**src/rtl/cellrx_pkg.sv**
```systemverilog
package cellrx_pkg;

  typedef enum logic [1:0] {
    ST_IDLE = 2'd0,
    ST_HUNT = 2'd1,
    ST_CELL = 2'd2
  } rx_state_t;

  // Transfers per cell for a length mode, header option and bytes per transfer.
  function automatic int unsigned cell_xfers(input logic is52, input logic extra,
                                             input int unsigned bpx);
    int unsigned bytes;
    bytes = is52 ? 32'd52 : 32'd53;
    return (bytes + bpx - 1) / bpx + (extra ? 32'd1 : 32'd0);
  endfunction

  // Parity mismatch from a reduction XOR of the data, the parity bit and polarity.
  function automatic logic par_bad(input logic red, input logic pbit, input logic even);
    return ~(red ^ pbit ^ even);
  endfunction

endpackage

```
**src/rtl/cellrx_parity.sv**
```systemverilog
module cellrx_parity
  import cellrx_pkg::*;
#(
  parameter int BUS_W = 8
) (
  input  logic [BUS_W-1:0] data,
  input  logic [1:0]       par,
  input  logic             cfg_par16,
  input  logic             cfg_even_par,
  output logic             perr
);

  generate
    if (BUS_W == 16) begin : g_wide
      logic err_word, err_lo, err_hi;
      assign err_word = par_bad(^data, par[1], cfg_even_par);
      assign err_lo   = par_bad(^data[7:0], par[0], cfg_even_par);
      assign err_hi   = par_bad(^data[15:8], par[1], cfg_even_par);
      assign perr     = cfg_par16 ? err_word : (err_lo | err_hi);
    end else begin : g_narrow
      logic sel_unused;
      assign sel_unused = cfg_par16 ^ par[0];
      assign perr       = par_bad(^data, par[1], cfg_even_par);
    end
  endgenerate

endmodule

```
**src/rtl/cellrx_seq.sv**
```systemverilog
module cellrx_seq
  import cellrx_pkg::*;
#(
  parameter int BUS_W = 8
) (
  input  logic clk,
  input  logic rst_n,
  input  logic cfg_gate_soc,
  input  logic cfg_idle_off,
  input  logic cfg_extra_hdr,
  input  logic cfg_52,
  input  logic phy_soc,
  input  logic phy_clav,
  output logic phy_enb_n,
  output logic xfer_fwd,
  output logic xfer_sop,
  output logic xfer_eop,
  output logic xfer_restart
);

  localparam int BPX   = BUS_W / 8;
  localparam int MAX_X = int'(cell_xfers(1'b0, 1'b1, BPX));
  localparam int CNT_W = $clog2(MAX_X + 1);

  rx_state_t        state_q, state_d;
  logic [CNT_W-1:0] cnt_q, idx, total, hdr;
  logic             enb_n_q, accept, soc_ok, in_cell, beat, last;

  always_comb begin
    accept  = !enb_n_q;
    soc_ok  = accept && phy_soc && (!cfg_gate_soc || phy_clav);
    total   = CNT_W'(cell_xfers(cfg_52, cfg_extra_hdr, BPX));
    hdr     = CNT_W'(cfg_extra_hdr);
    in_cell = (state_q == ST_CELL);
    beat    = soc_ok || (in_cell && accept);
    idx     = soc_ok ? '0 : cnt_q + CNT_W'(1);
    last    = beat && (idx == total - CNT_W'(1));
  end

  always_comb begin
    state_d = state_q;
    unique case (state_q)
      ST_IDLE: begin
        if (soc_ok)                        state_d = ST_CELL;
        else if (cfg_idle_off && phy_clav) state_d = ST_HUNT;
      end
      ST_HUNT: begin
        if (soc_ok) state_d = ST_CELL;
      end
      default: begin
        if (last) state_d = ST_IDLE;
      end
    endcase
  end

  always_ff @(posedge clk) begin
    if (!rst_n) begin
      state_q <= ST_IDLE;
      cnt_q   <= '0;
      enb_n_q <= 1'b1;
    end else begin
      state_q <= state_d;
      if (beat) cnt_q <= idx;
      enb_n_q <= (state_d == ST_IDLE) && cfg_idle_off;
    end
  end

  assign phy_enb_n    = enb_n_q;
  assign xfer_fwd     = beat && (idx >= hdr);
  assign xfer_sop     = beat && (idx == hdr);
  assign xfer_eop     = last;
  assign xfer_restart = soc_ok && in_cell;

  // inside a cell the stored index never reaches the last position
  assert_cnt_range_R3: assert property (@(posedge clk) disable iff (!rst_n)
    in_cell |-> (cnt_q < total - CNT_W'(1)));

  // read enable active whenever the idle option is off
  assert_enb_on_R1: assert property (@(posedge clk) disable iff (!rst_n)
    !cfg_idle_off |=> !phy_enb_n);

  // parked read enable waits for cell-available
  assert_enb_hold_R1: assert property (@(posedge clk) disable iff (!rst_n)
    (phy_enb_n && cfg_idle_off && !phy_clav) |=> phy_enb_n);

  // gated start without cell-available never opens a cell
  assert_gate_R2: assert property (@(posedge clk) disable iff (!rst_n)
    (!in_cell && cfg_gate_soc && !phy_clav) |=> (state_q != ST_CELL));

endmodule

```
**src/rtl/cellrx_out.sv**
```systemverilog
module cellrx_out #(
  parameter int BUS_W = 8
) (
  input  logic             clk,
  input  logic             rst_n,
  input  logic             xfer_fwd,
  input  logic             xfer_sop,
  input  logic             xfer_eop,
  input  logic             xfer_restart,
  input  logic             xfer_perr,
  input  logic             hec_on,
  input  logic [BUS_W-1:0] xfer_data,
  output logic             cell_valid,
  output logic             cell_sop,
  output logic             cell_eop,
  output logic [BUS_W-1:0] cell_data,
  output logic             cell_perr,
  output logic             cell_hec,
  output logic             cell_abort
);

  always_ff @(posedge clk) begin
    if (!rst_n) begin
      cell_valid <= 1'b0;
      cell_sop   <= 1'b0;
      cell_eop   <= 1'b0;
      cell_data  <= '0;
      cell_perr  <= 1'b0;
      cell_hec   <= 1'b0;
      cell_abort <= 1'b0;
    end else begin
      cell_valid <= xfer_fwd;
      cell_sop   <= xfer_fwd && xfer_sop;
      cell_eop   <= xfer_fwd && xfer_eop;
      cell_perr  <= xfer_fwd && xfer_perr;
      cell_hec   <= xfer_fwd && hec_on;
      cell_abort <= xfer_restart;
      if (xfer_fwd) cell_data <= xfer_data;
    end
  end

endmodule

```
**src/rtl/cellrx_front.sv**
```systemverilog
module cellrx_front
  import cellrx_pkg::*;
#(
  parameter int BUS_W = 8
) (
  input  logic             clk,
  input  logic             rst_n,
  input  logic             cfg_gate_soc,
  input  logic             cfg_idle_off,
  input  logic             cfg_extra_hdr,
  input  logic             cfg_52,
  input  logic             cfg_par16,
  input  logic             cfg_even_par,
  input  logic [BUS_W-1:0] phy_data,
  input  logic [1:0]       phy_par,
  input  logic             phy_soc,
  input  logic             phy_clav,
  output logic             phy_enb_n,
  output logic             cell_valid,
  output logic             cell_sop,
  output logic             cell_eop,
  output logic [BUS_W-1:0] cell_data,
  output logic             cell_perr,
  output logic             cell_hec,
  output logic             cell_abort
);

  logic xfer_fwd, xfer_sop, xfer_eop, xfer_restart, xfer_perr;

  cellrx_parity #(.BUS_W(BUS_W)) parity_i (
    .data         (phy_data),
    .par          (phy_par),
    .cfg_par16    (cfg_par16),
    .cfg_even_par (cfg_even_par),
    .perr         (xfer_perr)
  );

  cellrx_seq #(.BUS_W(BUS_W)) seq_i (
    .clk           (clk),
    .rst_n         (rst_n),
    .cfg_gate_soc  (cfg_gate_soc),
    .cfg_idle_off  (cfg_idle_off),
    .cfg_extra_hdr (cfg_extra_hdr),
    .cfg_52        (cfg_52),
    .phy_soc       (phy_soc),
    .phy_clav      (phy_clav),
    .phy_enb_n     (phy_enb_n),
    .xfer_fwd      (xfer_fwd),
    .xfer_sop      (xfer_sop),
    .xfer_eop      (xfer_eop),
    .xfer_restart  (xfer_restart)
  );

  cellrx_out #(.BUS_W(BUS_W)) out_i (
    .clk          (clk),
    .rst_n        (rst_n),
    .xfer_fwd     (xfer_fwd),
    .xfer_sop     (xfer_sop),
    .xfer_eop     (xfer_eop),
    .xfer_restart (xfer_restart),
    .xfer_perr    (xfer_perr),
    .hec_on       (!cfg_52),
    .xfer_data    (phy_data),
    .cell_valid   (cell_valid),
    .cell_sop     (cell_sop),
    .cell_eop     (cell_eop),
    .cell_data    (cell_data),
    .cell_perr    (cell_perr),
    .cell_hec     (cell_hec),
    .cell_abort   (cell_abort)
  );

  // an end marker always rides on a delivered transfer
  assert_eop_valid_R3: assert property (@(posedge clk) disable iff (!rst_n)
    cell_eop |-> cell_valid);

  // after an end marker only idle or a fresh start may follow
  assert_after_eop_R3: assert property (@(posedge clk) disable iff (!rst_n)
    cell_eop |=> (!cell_valid || cell_sop));

  // the start transfer is dropped when the extra header option is on
  assert_hdr_drop_R4: assert property (@(posedge clk) disable iff (!rst_n)
    (!phy_enb_n && phy_soc && (!cfg_gate_soc || phy_clav) && cfg_extra_hdr) |=> !cell_valid);

  // HEC flag follows the length mode
  assert_hec_flag_R5: assert property (@(posedge clk) disable iff (!rst_n)
    cell_valid |-> (cell_hec == !cfg_52));

  // an abort never directly follows a completed cell
  assert_abort_R9: assert property (@(posedge clk) disable iff (!rst_n)
    cell_abort |-> !$past(cell_eop));

  // delivered transfers only follow an accepted bus cycle
  assert_latency_R10: assert property (@(posedge clk) disable iff (!rst_n)
    cell_valid |-> $past(!phy_enb_n));

endmodule

```
**config.mk**
```make
export PLATFORM = sky130hd
export DESIGN_NAME = cellrx_front
export DESIGN_NICKNAME = d
export VERILOG_FILES = /design/src/rtl/cellrx_pkg.sv /design/src/rtl/cellrx_parity.sv /design/src/rtl/cellrx_seq.sv /design/src/rtl/cellrx_out.sv /design/src/rtl/cellrx_front.sv
export SDC_FILE = /design/constraint.sdc
export NUM_CORES = 1
export LEC_CHECK = 0
export BUFFER_PORTS_ARGS = -buffer_cell sky130_fd_sc_hd__buf_2
export CORE_UTILIZATION = 40
export DETAILED_ROUTE_END_ITERATION = 8
export MAX_ROUTING_LAYER = met4
export PLACE_DENSITY = 0.62
export RECOVER_POWER = 100
export SLEW_MARGIN = 15
export SYNTH_ARGS = -nofsm -noshare
export SYNTH_HDL_FRONTEND = slang
export SYNTH_SLANG_ARGS = --single-unit
```
**constraint.sdc**
```tcl
create_clock -name clk -period 2.54 [get_ports clk]
set_clock_uncertainty 0.1 [all_clocks]
set_input_delay 0.508 -clock clk [delete_from_list [all_inputs] [get_ports clk]]
set_output_delay 0.508 -clock clk [all_outputs]
set_load 0.03 [all_outputs]
```
==> tab_implementation.tex, run 1 <==
\begin{tabular}{lr}
\hline
Metric & Value \\
\hline
\multicolumn{2}{l}{\textbf{Outcome}} \\
Run status & complete, no violations \\
\multicolumn{2}{l}{\textbf{Worst setup path}} \\
Crit path required time & 2.65 ns \\
Worst Path Max Fanout & 10 \\
R2R Path Start & seq\_i.cnt\_q[1]\$\_SDFFE\_PN0P\_ \\
Worst reg-to-reg path cell count & 8 \\
Kind of cell with the highest combined delay on the critical path & compound AO/OA/AOI/OAI gates \\
Critical Path, Cell by Cell & ha\_1 -> and2\_4 -> a21oi\_1 -> o32a\_1 -> nor3\_1 -> o32ai\_1 -> clkbuf\_2 -> o2bb2ai\_1 \\
CP Buf/Inv Count & 1 \\
Type of element launching the critical path & register \\
R2r endpoint & out\_i.cell\_data[4]\$\_SDFFE\_PN0P\_ \\
R2R Setup Slk & 0.26 ns \\
Cell with the biggest individual delay on the critical path & dfxtp\_1 \\
Arr. time, crit path & 2.39 ns \\
Critical path capture point type & register \\
Max incr delay on CP & 0.42 ns \\
Critical path class & reg -> reg \\
\multicolumn{2}{l}{\textbf{Die}} \\
Width of the die & 56.2 um \\
Effective utilization at floorplan & 42.6\% \\
\# rows & 19 \\
Die span in y & 56.2 um \\
Full die area & 3160 um2 \\
Std-Cell Core Area & 2760 um2 \\
Number of top-level pins & 35 \\
\multicolumn{2}{l}{\textbf{Yosys}} \\
Share of synthesized flip-flops with an asynchronous set or reset & 0\% \\
Cell taking the most area after synthesis & dfxtp\_1 \\
Predominant post-synthesis flop cell & dfxtp\_1 \\
Synthesized area per cell & 9.25 um2 \\
Sequential fraction of the synthesis area & 39.2\% \\
Syn Std Cell Area & 1170 um2 \\
Number of enable-type register cells in the synthesized netlist & 0 \\
Area contributors post-synth & dfxtp\_1 39\%, xnor2\_1 11\%, nand2\_1 6.1\%, o2bb2ai\_1 6.0\%, nor2\_1 3.5\% \\
Count leader, synth & dfxtp\_1 \\
Flops \& latches, synth & 23 \\
Yosys synthesis warning count & 0 \\
Post-synth top cells & 23 x dfxtp\_1, 19 x nand2\_1, 15 x xnor2\_1, 11 x nor2\_1, 8 x o2bb2ai\_1 \\
Area share of the largest cell type after synthesis & 39.2\% \\
Distinct cell type count of the synthesized netlist & 38 \\
Number of instances in the synthesized netlist & 127 \\
Synthesized netlist net count & 150 \\
\multicolumn{2}{l}{\textbf{Placed design}} \\
Number of placed instances with taps included & 191 \\
HPWL Detailed & 1810 um \\
Number of buffer cells added on primary ports & 32 \\
Final Wtd Congestion & 0.800 \\
Post-placement cell area & 1390 um2 \\
\multicolumn{2}{l}{\textbf{GRT}} \\
Antenna violations before repair & 0 \\
Overall track demand over capacity in global routing & 16.5\% \\
Wire length of the first global-routing pass & 4040 um \\
Number of global-route vias before repair & 941 \\
Maximum number of pins on one net before global-route repair & 17 \\
Grt ovf & 0 \\
\multicolumn{2}{l}{\textbf{Pwr}} \\
Total power density per cell area & 505 nW/um2 \\
Pleak & 0.551 nW \\
Overall power & 0.000701 W \\
Maximum resistive drop on vdd & 282 uV \\
\multicolumn{2}{l}{\textbf{Routing}} \\
Count of nets left with antenna violations after detail routing & 0 \\
Total via count after detailed routing & 1012 \\
Routed len/inst & 11.9 um \\
Remaining DRCs & 0 \\
Aggregate routed wire length & 2320 um \\
Number of DRC violations after detailed-routing iteration 0 & 24 \\
Via density per instance & 5.19 \\
Number of iterations in the first detailed-routing pass & 4 \\
\multicolumn{2}{l}{\textbf{Layout}} \\
Layout overhead on the synthesized area & 18.1\% \\
Final \#Nets & 188 \\
Layout cell share with drive strength beyond 1 & 20.1\% \\
Final cell area excluding filler cells & 1390 um2 \\
Ant. Diodes & 0 \\
Fin cells & 195 \\
Fraction of the core area covered by cells at the end of the flow & 50.3\% \\
\multicolumn{2}{l}{\textbf{Clocking}} \\
Clock-pin slew reported for the worst setup and hold paths after clock tree synthesis & 0.12 ns \\
Master cell of the clock root buffer & clkbuf\_4 \\
Number of clock buffers inserted by TritonCTS & 3 \\
Worst-skew pair later-pin latency & 0.31 ns \\
Number of setup buffers added after CTS & 0 \\
CTS hold repair buffers & 0 \\
Clk sink count & 23 \\
Max H-tree Level & 1 \\
Deepest clock path buffer count & 2 \\
TritonCTS clock tree & done \\
Count of instances resized after the clock tree is built & 0 \\
\multicolumn{2}{l}{\textbf{Worst hold path}} \\
WHS Path Cells & 2 \\
Source of the worst hold timing path & cfg\_52 \\
Worst hold endpoint & out\_i.cell\_hec\$\_SDFF\_PN0\_ \\
Hold Crit Class & in -> reg \\
\multicolumn{2}{l}{\textbf{Job}} \\
Max-cap violations & 0 \\
\multicolumn{2}{l}{\textbf{Timing}} \\
Post-route clock period utilization & 89.6\% \\
Max-slew violations & 0 \\
Time the worst path needs with I/O delays and setup & 2.28 ns \\
Worst slew margin relative to its limit & 74.8\% \\
Hold violation count in the final report & 0 \\
Setup\_tns & 0 ns \\
Maximum frequency from static timing analysis & 439 MHz \\
Least-Margin Pin Slew & 0.380 ns \\
Number of endpoints failing setup at the final stage & 0 \\
Unrepaired setup endpoints after global routing & no \\
\hline
\end{tabular}
-- sequential cells by signal (all words and copies together) (netlist names) --
register / cells
out_i.cell_sop: 1
out_i.cell_abort: 1
out_i.cell_eop: 1
out_i.cell_hec: 1
out_i.cell_data: 8
seq_i.state_q: 2
out_i.cell_perr: 1
out_i.cell_valid: 1
seq_i.cnt_q: 6
seq_i.phy_enb_n: 1
-- logic make-up (layout without fill, tap and decap cells) --
group                      Yosys count  after routing  share of synthesized area [%]
and+or+nand+nor                     52             52                           22.7
AOI/OAI and AO/OA                   23             23                           18.3
DFF                                 23             23                           39.2
xor gates and xnor gates            17             17                           13.3
buffers and inverters                9             46                           3.30
adders and majority gates            3              3                           3.20
-- power by group --
part / internal (W) / switching, W / total, W
logic: 0.0000589 / 0.0000865 / 0.000145
registers: 0.000377 / 0.00000978 / 0.000386
clock network: 0.0000613 / 0.000107 / 0.000169
total: 0.000497 / 0.000204 / 0.000701
-- layout by cell type, fill, tap and decap left out, types with 2 or more instances in the layout --
master,n
a21oi_1,4
and2_1,2
and3_1,2
buf_2,17
buf_4,4
clkbuf_1,16
clkbuf_4,3
dfxtp_1,23
ha_1,3
inv_1,5
nand2_1,19
nand3_1,2
nor2_1,11
nor3_1,5
o21ai_0,3
o2bb2ai_1,8
xnor2_1,15
-- metal layers --
| layer | up-vias | GRT usage [%] | share of wire (%) |
|---|---|---|---|
| met4 | 0 | 6.27 | 0.73 |
| met2 | 30 | 27.0 | 49 |
| met5 | - | - | 0 |
| li1 | 514 | - | - |
| met1 | 466 | 20.2 | 46 |
| met3 | 2 | 3.02 | 5.0 |
-- stage by stage --
stage,hold WS (ns),setup slack [ns]
floorplan,0.377,0.240
global placement,0.335,0.135
detailed placement,0.342,0.0953
CTS,0.247,0.290
global route,0.244,0.0833
finish,0.255,0.263
-- area by class of cell --
| type | instances | area (um2) |
|---|---|---|
| repair buffers | 37 | 176 |
| flip-flops and latches | 23 | 460 |
| well taps | 31 | 38.8 |
| fillers | 286 | 1370 |
| multi-input cells | 95 | 667 |
| inverters | 5 | 18.8 |
| clock buffers | 4 | 26.3 |
-- how the worst max path moves through the flow --
stage                                      startpoint                         endpoint  slack [ns]  cells past startpoint
after floorplan                              phy_clav  out_i.cell_data[0]$_SDFFE_PN0P_        0.24                      9
after global placement                       phy_clav  out_i.cell_data[5]$_SDFFE_PN0P_        0.14                     11
after detailed placement                     phy_clav  out_i.cell_data[4]$_SDFFE_PN0P_         0.1                     11
after CTS                 seq_i.cnt_q[1]$_SDFFE_PN0P_  out_i.cell_data[4]$_SDFFE_PN0P_        0.29                      8
after global routing      seq_i.cnt_q[1]$_SDFFE_PN0P_  out_i.cell_data[4]$_SDFFE_PN0P_        0.08                      8
final                     seq_i.cnt_q[1]$_SDFFE_PN0P_  out_i.cell_data[4]$_SDFFE_PN0P_        0.26                      8
Note: power is estimated with default switching activity, not from simulation.
==> inputs of run 2 (changes only) <==
--- a/config.mk
+++ b/config.mk
@@ -9,9 +9,10 @@
 export CORE_UTILIZATION = 40
 export DETAILED_ROUTE_END_ITERATION = 8
 export MAX_ROUTING_LAYER = met4
-export PLACE_DENSITY = 0.62
+export PLACE_DENSITY = 0.61
 export RECOVER_POWER = 100
 export SLEW_MARGIN = 15
 export SYNTH_ARGS = -nofsm -noshare
 export SYNTH_HDL_FRONTEND = slang
+export SYNTH_HIERARCHICAL = 1
 export SYNTH_SLANG_ARGS = --single-unit
==> tab_implementation.tex, run 2 <==
\begin{tabular}{lr}
\hline
Metric & Value \\
\hline
\multicolumn{2}{l}{\textbf{Yosys}} \\
Post-synth top cells & 23 x dfxtp\_1, 12 x xnor2\_1, 9 x mux2i\_1, 9 x nor2b\_1, 8 x nor2\_1 (was 23 x dfxtp\_1, 19 x nand2\_1, 15 x xnor2\_1, 11 x nor2\_1, 8 x o2bb2ai\_1) \\
Share of synthesized flip-flops with an asynchronous set or reset & 0\% (unchanged) \\
Distinct cell type count of the synthesized netlist & 44 (was 38) \\
Yosys synthesis warning count & 6 (was 0) \\
Synthesized area per cell & 9.60 um2 (was 9.25 um2) \\
Number of instances in the synthesized netlist & 133 (was 127) \\
Syn Std Cell Area & 1280 um2 (was 1170 um2) \\
Synthesized netlist net count & 156 (was 150) \\
Sequential fraction of the synthesis area & 36.1\% (was 39.2\%) \\
Predominant post-synthesis flop cell & dfxtp\_1 (unchanged) \\
Cell taking the most area after synthesis & dfxtp\_1 (unchanged) \\
Area share of the largest cell type after synthesis & 36.1\% (was 39.2\%) \\
Number of enable-type register cells in the synthesized netlist & 0 (unchanged) \\
Count leader, synth & dfxtp\_1 (unchanged) \\
Area contributors post-synth & dfxtp\_1 36\%, xnor2\_1 8.2\%, mux2i\_1 7.1\%, nor2b\_1 4.4\%, ha\_1 2.9\% (was dfxtp\_1 39\%, xnor2\_1 11\%, nand2\_1 6.1\%, o2bb2ai\_1 6.0\%, nor2\_1 3.5\%) \\
Flops \& latches, synth & 23 (unchanged) \\
\multicolumn{2}{l}{\textbf{GRT}} \\
Antenna violations before repair & 0 (unchanged) \\
Number of global-route vias before repair & 1031 (was 941) \\
Grt ovf & 0 (unchanged) \\
Overall track demand over capacity in global routing & 17.6\% (was 16.5\%) \\
Maximum number of pins on one net before global-route repair & 21 (was 17) \\
Wire length of the first global-routing pass & 4460 um (was 4040 um) \\
\multicolumn{2}{l}{\textbf{Routing}} \\
Count of nets left with antenna violations after detail routing & 0 (unchanged) \\
Total via count after detailed routing & 1049 (was 1012) \\
Number of iterations in the first detailed-routing pass & 4 (unchanged) \\
Aggregate routed wire length & 2520 um (was 2320 um) \\
Remaining DRCs & 0 (unchanged) \\
Via density per instance & 5.00 (was 5.19) \\
Routed len/inst & 12.0 um (was 11.9 um) \\
Number of DRC violations after detailed-routing iteration 0 & 30 (was 24) \\
\multicolumn{2}{l}{\textbf{Worst hold path}} \\
WHS Path Cells & 3 (was 2) \\
Worst hold endpoint & seq\_i/phy\_enb\_n\$\_SDFF\_PN1\_ (was out\_i.cell\_hec\$\_SDFF\_PN0\_) \\
Hold Crit Class & in -> reg (unchanged) \\
Source of the worst hold timing path & cfg\_idle\_off (was cfg\_52) \\
\multicolumn{2}{l}{\textbf{Timing}} \\
Maximum frequency from static timing analysis & 448 MHz (was 439 MHz) \\
Setup slack after layout & 0.306 ns (was 0.263 ns) \\
Time the worst path needs with I/O delays and setup & 2.23 ns (was 2.28 ns) \\
Hold violation count in the final report & 0 (unchanged) \\
Unrepaired setup endpoints after global routing & no (unchanged) \\
Least-Margin Pin Slew & 0.733 ns (was 0.380 ns) \\
Post-route clock period utilization & 87.9\% (was 89.6\%) \\
Setup\_tns & 0 ns (unchanged) \\
Max-slew violations & 0 (unchanged) \\
Worst slew margin relative to its limit & 51.0\% (was 74.8\%) \\
Number of endpoints failing setup at the final stage & 0 (unchanged) \\
\multicolumn{2}{l}{\textbf{Worst setup path}} \\
Arr. time, crit path & 2.41 ns (was 2.39 ns) \\
Crit path required time & 2.72 ns (was 2.65 ns) \\
Type of element launching the critical path & register (unchanged) \\
Critical path class & reg -> reg (unchanged) \\
Critical path capture point type & register (unchanged) \\
Worst reg-to-reg path cell count & 6 (was 8) \\
R2R Setup Slk & 0.31 ns (was 0.26 ns) \\
R2R Path Start & seq\_i/cnt\_q[0]\$\_SDFFE\_PN0P\_ (was seq\_i.cnt\_q[1]\$\_SDFFE\_PN0P\_) \\
R2r endpoint & out\_i/cell\_eop\$\_SDFF\_PN0\_ (was out\_i.cell\_data[4]\$\_SDFFE\_PN0P\_) \\
Worst Path Max Fanout & 8 (was 10) \\
\multicolumn{2}{l}{\textbf{Placed design}} \\
HPWL Detailed & 1900 um (was 1810 um) \\
Number of buffer cells added on primary ports & 32 (unchanged) \\
Number of placed instances with taps included & 206 (was 191) \\
Final Wtd Congestion & 0.836 (was 0.800) \\
DP Worst Slack & 0.311 ns (was 0.0953 ns) \\
\multicolumn{2}{l}{\textbf{Die}} \\
Full die area & 3420 um2 (was 3160 um2) \\
Number of top-level pins & 35 (unchanged) \\
Effective utilization at floorplan & 42.1\% (was 42.6\%) \\
\# rows & 20 (was 19) \\
Die span in y & 58.5 um (was 56.2 um) \\
Std-Cell Core Area & 3030 um2 (was 2760 um2) \\
Width of the die & 58.5 um (was 56.2 um) \\
\multicolumn{2}{l}{\textbf{Clocking}} \\
TritonCTS clock tree & done (unchanged) \\
Max H-tree Level & 1 (unchanged) \\
Deepest clock path buffer count & 2 (unchanged) \\
Number of setup buffers added after CTS & 0 (unchanged) \\
CTS hold repair buffers & 0 (unchanged) \\
Clock-pin slew reported for the worst setup and hold paths after clock tree synthesis & 0.13 ns (was 0.12 ns) \\
Count of instances resized after the clock tree is built & 0 (unchanged) \\
Master cell of the clock root buffer & clkbuf\_4 (unchanged) \\
Worst-skew pair later-pin latency & 0.32 ns (was 0.31 ns) \\
Clk sink count & 23 (unchanged) \\
Number of clock buffers inserted by TritonCTS & 3 (unchanged) \\
\multicolumn{2}{l}{\textbf{Layout}} \\
Layout overhead on the synthesized area & 15.1\% (was 18.1\%) \\
Sequential Area & 460 um2 (unchanged) \\
Layout cell share with drive strength beyond 1 & 18.1\% (was 20.1\%) \\
Commonest non-fill, non-tap cell in the layout & dfxtp\_1 (unchanged) \\
Fraction of the core area covered by cells at the end of the flow & 48.5\% (was 50.3\%) \\
Ant. Diodes & 0 (unchanged) \\
Number of flip-flops under the largest register name & 8 (unchanged) \\
Final \#Nets & 190 (was 188) \\
Largest reg by FF count & out\_i/cell\_data (was out\_i.cell\_data) \\
Fin cells & 210 (was 195) \\
Biggest regs & out\_i/cell\_data x8, seq\_i/cnt\_q x6, seq\_i/state\_q x2 (was out\_i.cell\_data x8, seq\_i.cnt\_q x6, seq\_i.state\_q x2) \\
Area taken by multi-input logic gates & 752 um2 (was 667 um2) \\
Fill cell instance count of the final layout & 307 (was 286) \\
Highest-count cells in the layout ignoring fill and taps & 23 x dfxtp\_1, 17 x buf\_2, 16 x clkbuf\_1, 12 x xnor2\_1, 10 x nor2b\_1 (was 23 x dfxtp\_1, 19 x nand2\_1, 17 x buf\_2, 16 x clkbuf\_1, 15 x xnor2\_1) \\
\multicolumn{2}{l}{\textbf{Pwr}} \\
Total power density per cell area & 529 nW/um2 (was 505 nW/um2) \\
Pleak & 0.579 nW (was 0.551 nW) \\
Maximum resistive drop on vdd & 351 uV (was 282 uV) \\
Overall power & 0.000777 W (was 0.000701 W) \\
\multicolumn{2}{l}{\textbf{Job}} \\
Max-cap violations & 0 (unchanged) \\
\multicolumn{2}{l}{\textbf{Outcome}} \\
Run status & complete, no violations (unchanged) \\
\hline
\end{tabular}
-- run 2: final cells by class --
class,instances,area share [%]
multi-input combinational,100,51.2
sequential,23,31.3
timing repair buffer,34,10.4
tap,44,3.75
clock buffer,3,1.53
inverter,5,1.28
clock inverter,1,0.511
-- run 2: logic make-up (layout without fill, tap and decap cells) --
| logic type | after synthesis | in the layout | synth area share (%) |
|---|---|---|---|
| AND/OR/NAND/NOR | 54 | 54 | 26.0 |
| AO/OA/AOI/OAI | 17 | 17 | 11.2 |
| adder cells (fa/ha/maj) | 3 | 3 | 2.94 |
| XOR/XNOR | 17 | 17 | 12.7 |
| flip-flops | 23 | 23 | 36.1 |
| buffers and inverters | 10 | 43 | 4.02 |
| multiplexers | 9 | 9 | 7.06 |
-- run 2: worst max-delay path, cell delays in order (launching register included) --
cell and delay [ns]:
dfxtp_1 0.49, ha_1 0.36, or3b_1 0.40, a211o_1 0.31, nor2b_1 0.15, a21oi_1 0.19
and3_2 0.19
-- run 2: stage by stage --
stage                     hold slack, ns  instance area (um2)
final                              0.355                 1470
after global routing               0.354                 1470
after CTS                          0.343                 1500
after detailed placement           0.406                 1470
after global placement             0.396                 1470
after floorplan                    0.425                 1280
-- run 2: layer usage --
layer / routed length [um] / share of wire [%] / vias up / track usage, %
met4: 42 / 1.7 / 0 / 7.14
met5: 0 / 0 / - / -
li1: - / - / 535 / -
met3: 107 / 4.2 / 5 / 3.96
met2: 1130 / 45 / 26 / 29.2
met1: 1230 / 49 / 483 / 20.7
-- run 2: how the worst max path moves through the flow --
| stage | slack, ns | cells after the start | to | from |
|---|---|---|---|---|
| 3_5_place_dp | 0.31 | 8 | out_i/cell_eop$_SDFF_PN0_ | cfg_extra_hdr |
| 5_1_grt | 0.20 | 8 | out_i/cell_data[1]$_SDFFE_PN0P_ | seq_i/cnt_q[0]$_SDFFE_PN0P_ |
| 3_3_place_gp | 0.33 | 8 | out_i/cell_eop$_SDFF_PN0_ | cfg_extra_hdr |
| 6_report | 0.31 | 6 | out_i/cell_eop$_SDFF_PN0_ | seq_i/cnt_q[0]$_SDFFE_PN0P_ |
| 4_1_cts | 0.32 | 6 | out_i/cell_eop$_SDFF_PN0_ | seq_i/cnt_q[0]$_SDFFE_PN0P_ |
| 2_1_floorplan | 0.21 | 9 | out_i/cell_data[0]$_SDFFE_PN0P_ | seq_i/phy_enb_n$_SDFF_PN1_ |
-- run 2: where the power goes --
group / leakage, nW / switching [W] / total, W / internal [W]
clock: 0.0139 / 0.000120 / 0.000180 / 0.0000603
combinational: 0.377 / 0.000113 / 0.000198 / 0.0000842
sequential: 0.188 / 0.0000154 / 0.000399 / 0.000383
total: 0.579 / 0.000249 / 0.000777 / 0.000528
==> inputs of run 3 (changes only) <==
==> constraint.sdc (replaced) <==
create_clock -name clk -period 2.3 [get_ports clk]
set_clock_uncertainty 0.1 [all_clocks]
set_input_delay 0.46 -clock clk [delete_from_list [all_inputs] [get_ports clk]]
set_output_delay 0.46 -clock clk [all_outputs]
set_load 0.03 [all_outputs]
==> tab_implementation.tex, run 3 (synthesis gave the netlist of run 2 again) <==
\begin{tabular}{lr}
\hline
Metric & Value \\
\hline
\multicolumn{2}{l}{\textbf{Timing}} \\
Hold violation count in the final report & 0 (unchanged) \\
Time the worst path needs with I/O delays and setup & 2.15 ns (was 2.23 ns) \\
Post-route clock period utilization & 93.5\% (was 87.9\%) \\
Unrepaired setup endpoints after global routing & no (unchanged) \\
Setup\_tns & 0 ns (unchanged) \\
Worst slew margin relative to its limit & 71.6\% (was 51.0\%) \\
Worst Hold Slack & 0.317 ns (was 0.355 ns) \\
Maximum frequency from static timing analysis & 465 MHz (was 448 MHz) \\
Number of endpoints failing setup at the final stage & 0 (unchanged) \\
Least-Margin Pin Slew & 0.424 ns (was 0.733 ns) \\
Max-slew violations & 0 (unchanged) \\
\multicolumn{2}{l}{\textbf{Outcome}} \\
Run status & complete, no violations (unchanged) \\
\multicolumn{2}{l}{\textbf{Clocking}} \\
TritonCTS clock tree & done (unchanged) \\
CTS hold repair buffers & 0 (unchanged) \\
Max H-tree Level & 1 (unchanged) \\
Master cell of the clock root buffer & clkbuf\_4 (unchanged) \\
Clk sink count & 23 (unchanged) \\
Worst-skew pair later-pin latency & 0.31 ns (was 0.32 ns) \\
Deepest clock path buffer count & 2 (unchanged) \\
Number of clock buffers inserted by TritonCTS & 3 (unchanged) \\
Clock-pin slew reported for the worst setup and hold paths after clock tree synthesis & 0.13 ns (about the same) \\
Number of setup buffers added after CTS & 0 (unchanged) \\
Count of instances resized after the clock tree is built & 0 (unchanged) \\
\multicolumn{2}{l}{\textbf{Placed design}} \\
Final Wtd Congestion & 0.873 (was 0.836) \\
Number of buffer cells added on primary ports & 32 (unchanged) \\
Post-placement cell area & 1510 um2 (was 1470 um2) \\
HPWL Detailed & 1970 um (was 1900 um) \\
\multicolumn{2}{l}{\textbf{Routing}} \\
Aggregate routed wire length & 2580 um (was 2520 um) \\
Number of DRC violations after detailed-routing iteration 0 & 43 (was 30) \\
Number of iterations in the first detailed-routing pass & 4 (unchanged) \\
Remaining DRCs & 0 (unchanged) \\
Via density per instance & 4.98 (was 5.00) \\
Count of nets left with antenna violations after detail routing & 0 (unchanged) \\
Routed len/inst & 12.2 um (was 12.0 um) \\
Total via count after detailed routing & 1056 (was 1049) \\
\multicolumn{2}{l}{\textbf{GRT}} \\
Grt ovf & 0 (unchanged) \\
Overall track demand over capacity in global routing & 17.7\% (was 17.6\%) \\
Number of global-route vias before repair & 1021 (was 1031) \\
Antenna violations before repair & 0 (unchanged) \\
Wire length of the first global-routing pass & 4500 um (was 4460 um) \\
Maximum number of pins on one net before global-route repair & 21 (unchanged) \\
\multicolumn{2}{l}{\textbf{Worst setup path}} \\
Max incr delay on CP & 0.42 ns (was 0.49 ns) \\
Critical path capture point type & register (unchanged) \\
Type of element launching the critical path & register (unchanged) \\
Worst Path Max Fanout & 13 (was 8) \\
Crit path required time & 2.41 ns (was 2.72 ns) \\
Critical path class & reg -> reg (unchanged) \\
Arr. time, crit path & 2.26 ns (was 2.41 ns) \\
Critical Path, Cell by Cell & ha\_1 -> nor3\_1 -> a31oi\_1 -> o31ai\_1 -> a32oi\_2 -> buf\_12 -> mux2i\_1 -> nor2b\_1 (was ha\_1 -> or3b\_1 -> a211o\_1 -> nor2b\_1 -> a21oi\_1 -> and3\_2) \\
Cell with the biggest individual delay on the critical path & dfxtp\_1 (unchanged) \\
\multicolumn{2}{l}{\textbf{Pwr}} \\
Portion of total power attributed to sequential cells & 51.0\% (was 51.4\%) \\
Overall power & 0.000860 W (was 0.000777 W) \\
Clock share of power & 21.8\% (was 23.2\%) \\
Relative contribution of combinational cells to total power & 27.1\% (was 25.4\%) \\
Total power density per cell area & 571 nW/um2 (was 529 nW/um2) \\
Switching Fraction & 31.1\% (was 32.0\%) \\
Maximum resistive drop on vdd & 282 uV (was 351 uV) \\
Internal power & 0.000592 W (was 0.000528 W) \\
Pleak & 0.601 nW (was 0.579 nW) \\
Net switching power & 0.000268 W (was 0.000249 W) \\
\multicolumn{2}{l}{\textbf{Layout}} \\
Number of flip-flops under the largest register name & 8 (unchanged) \\
Layout overhead on the synthesized area & 18.0\% (was 15.1\%) \\
Layout cell share with drive strength beyond 1 & 20.2\% (was 18.1\%) \\
Final cell area excluding filler cells & 1510 um2 (was 1470 um2) \\
Commonest non-fill, non-tap cell in the layout & dfxtp\_1 (unchanged) \\
Highest-count cells in the layout ignoring fill and taps & 23 x dfxtp\_1, 17 x buf\_2, 16 x clkbuf\_1, 12 x xnor2\_1, 10 x nor2b\_1 (unchanged) \\
Biggest regs & out\_i/cell\_data x8, seq\_i/cnt\_q x6, seq\_i/state\_q x2 (unchanged) \\
Final \#Nets & 192 (was 190) \\
Ant. Diodes & 0 (unchanged) \\
Largest reg by FF count & out\_i/cell\_data (unchanged) \\
\multicolumn{2}{l}{\textbf{Die}} \\
Width of the die & 58.5 um (unchanged) \\
Effective utilization at floorplan & 42.1\% (unchanged) \\
Std-Cell Core Area & 3030 um2 (unchanged) \\
\# rows & 20 (unchanged) \\
Number of top-level pins & 35 (unchanged) \\
Full die area & 3420 um2 (unchanged) \\
Die span in y & 58.5 um (unchanged) \\
\multicolumn{2}{l}{\textbf{Job}} \\
Max-cap violations & 0 (unchanged) \\
\multicolumn{2}{l}{\textbf{Worst hold path}} \\
Hold Crit Class & in -> reg (unchanged) \\
\hline
\end{tabular}
[run 3: worst max-delay path, delay by kind of cell, from the launching register on]
kind	cells	cell delay, ns
compound gates	3	0.69
flops	1	0.42
fa+ha+maj	1	0.34
mux	1	0.20
buf+inv	1	0.18
simple gates	2	0.13
[run 3: worst paths after layout]
kind / from / to / slack (ns) / cells past startpoint
worst min register to register: out_i/cell_data[6]$_SDFFE_PN0P_ / out_i/cell_data[6]$_SDFFE_PN0P_ / 0.43 / 2
worst min-delay path: phy_data[1] / out_i/cell_data[1]$_SDFFE_PN0P_ / 0.32 / 3
worst max register to register: seq_i/cnt_q[1]$_SDFFE_PN0P_ / out_i/cell_data[3]$_SDFFE_PN0P_ / 0.15 / 8
worst max-delay path: seq_i/cnt_q[1]$_SDFFE_PN0P_ / out_i/cell_data[3]$_SDFFE_PN0P_ / 0.15 / 8
[run 3: per-stage QoR]
step | worst slack (ns) | instances | util, %
2_1_floorplan | 0.0700 | 133 | -
5_1_grt | 0.0107 | 212 | 49.8
4_1_cts | 0.193 | 212 | 50.7
3_5_place_dp | 0.146 | 208 | 49.8
6_report | 0.150 | 212 | 49.8
3_3_place_gp | 0.157 | 208 | 49.8
[run 3: final cells by class]
| type | count | area [um2] |
|---|---|---|
| fill | 307 | 1520 |
| clock inverter | 1 | 5.00 |
| timing repair buffer | 36 | 180 |
| tap | 44 | 55.1 |
| multi-input combinational | 100 | 764 |
| inverter | 5 | 18.8 |
| sequential | 23 | 460 |
| clock buffer | 3 | 22.5 |
[run 3: layer usage]
layer  up-vias  wire length (um)  GRT usage, %
met5         -                 0             -
met4         0                35          8.16
met3         4                97          1.98
met2        33              1240          29.1
met1       482              1200          21.8
li1        537                 -             -
[run 3: power groups by stage]
stage | combinational [W] | clock [W] | sequential [W]
final | 0.000233 | 0.000188 | 0.000439
after global routing | 0.000254 | 0.000210 | 0.000442
after CTS | 0.000243 | 0.000199 | 0.000439
after detailed placement | 0.000243 | 0 | 0.000447
after global placement | 0.000238 | 0 | 0.000446
after floorplan | 0.000126 | 0 | 0.000488
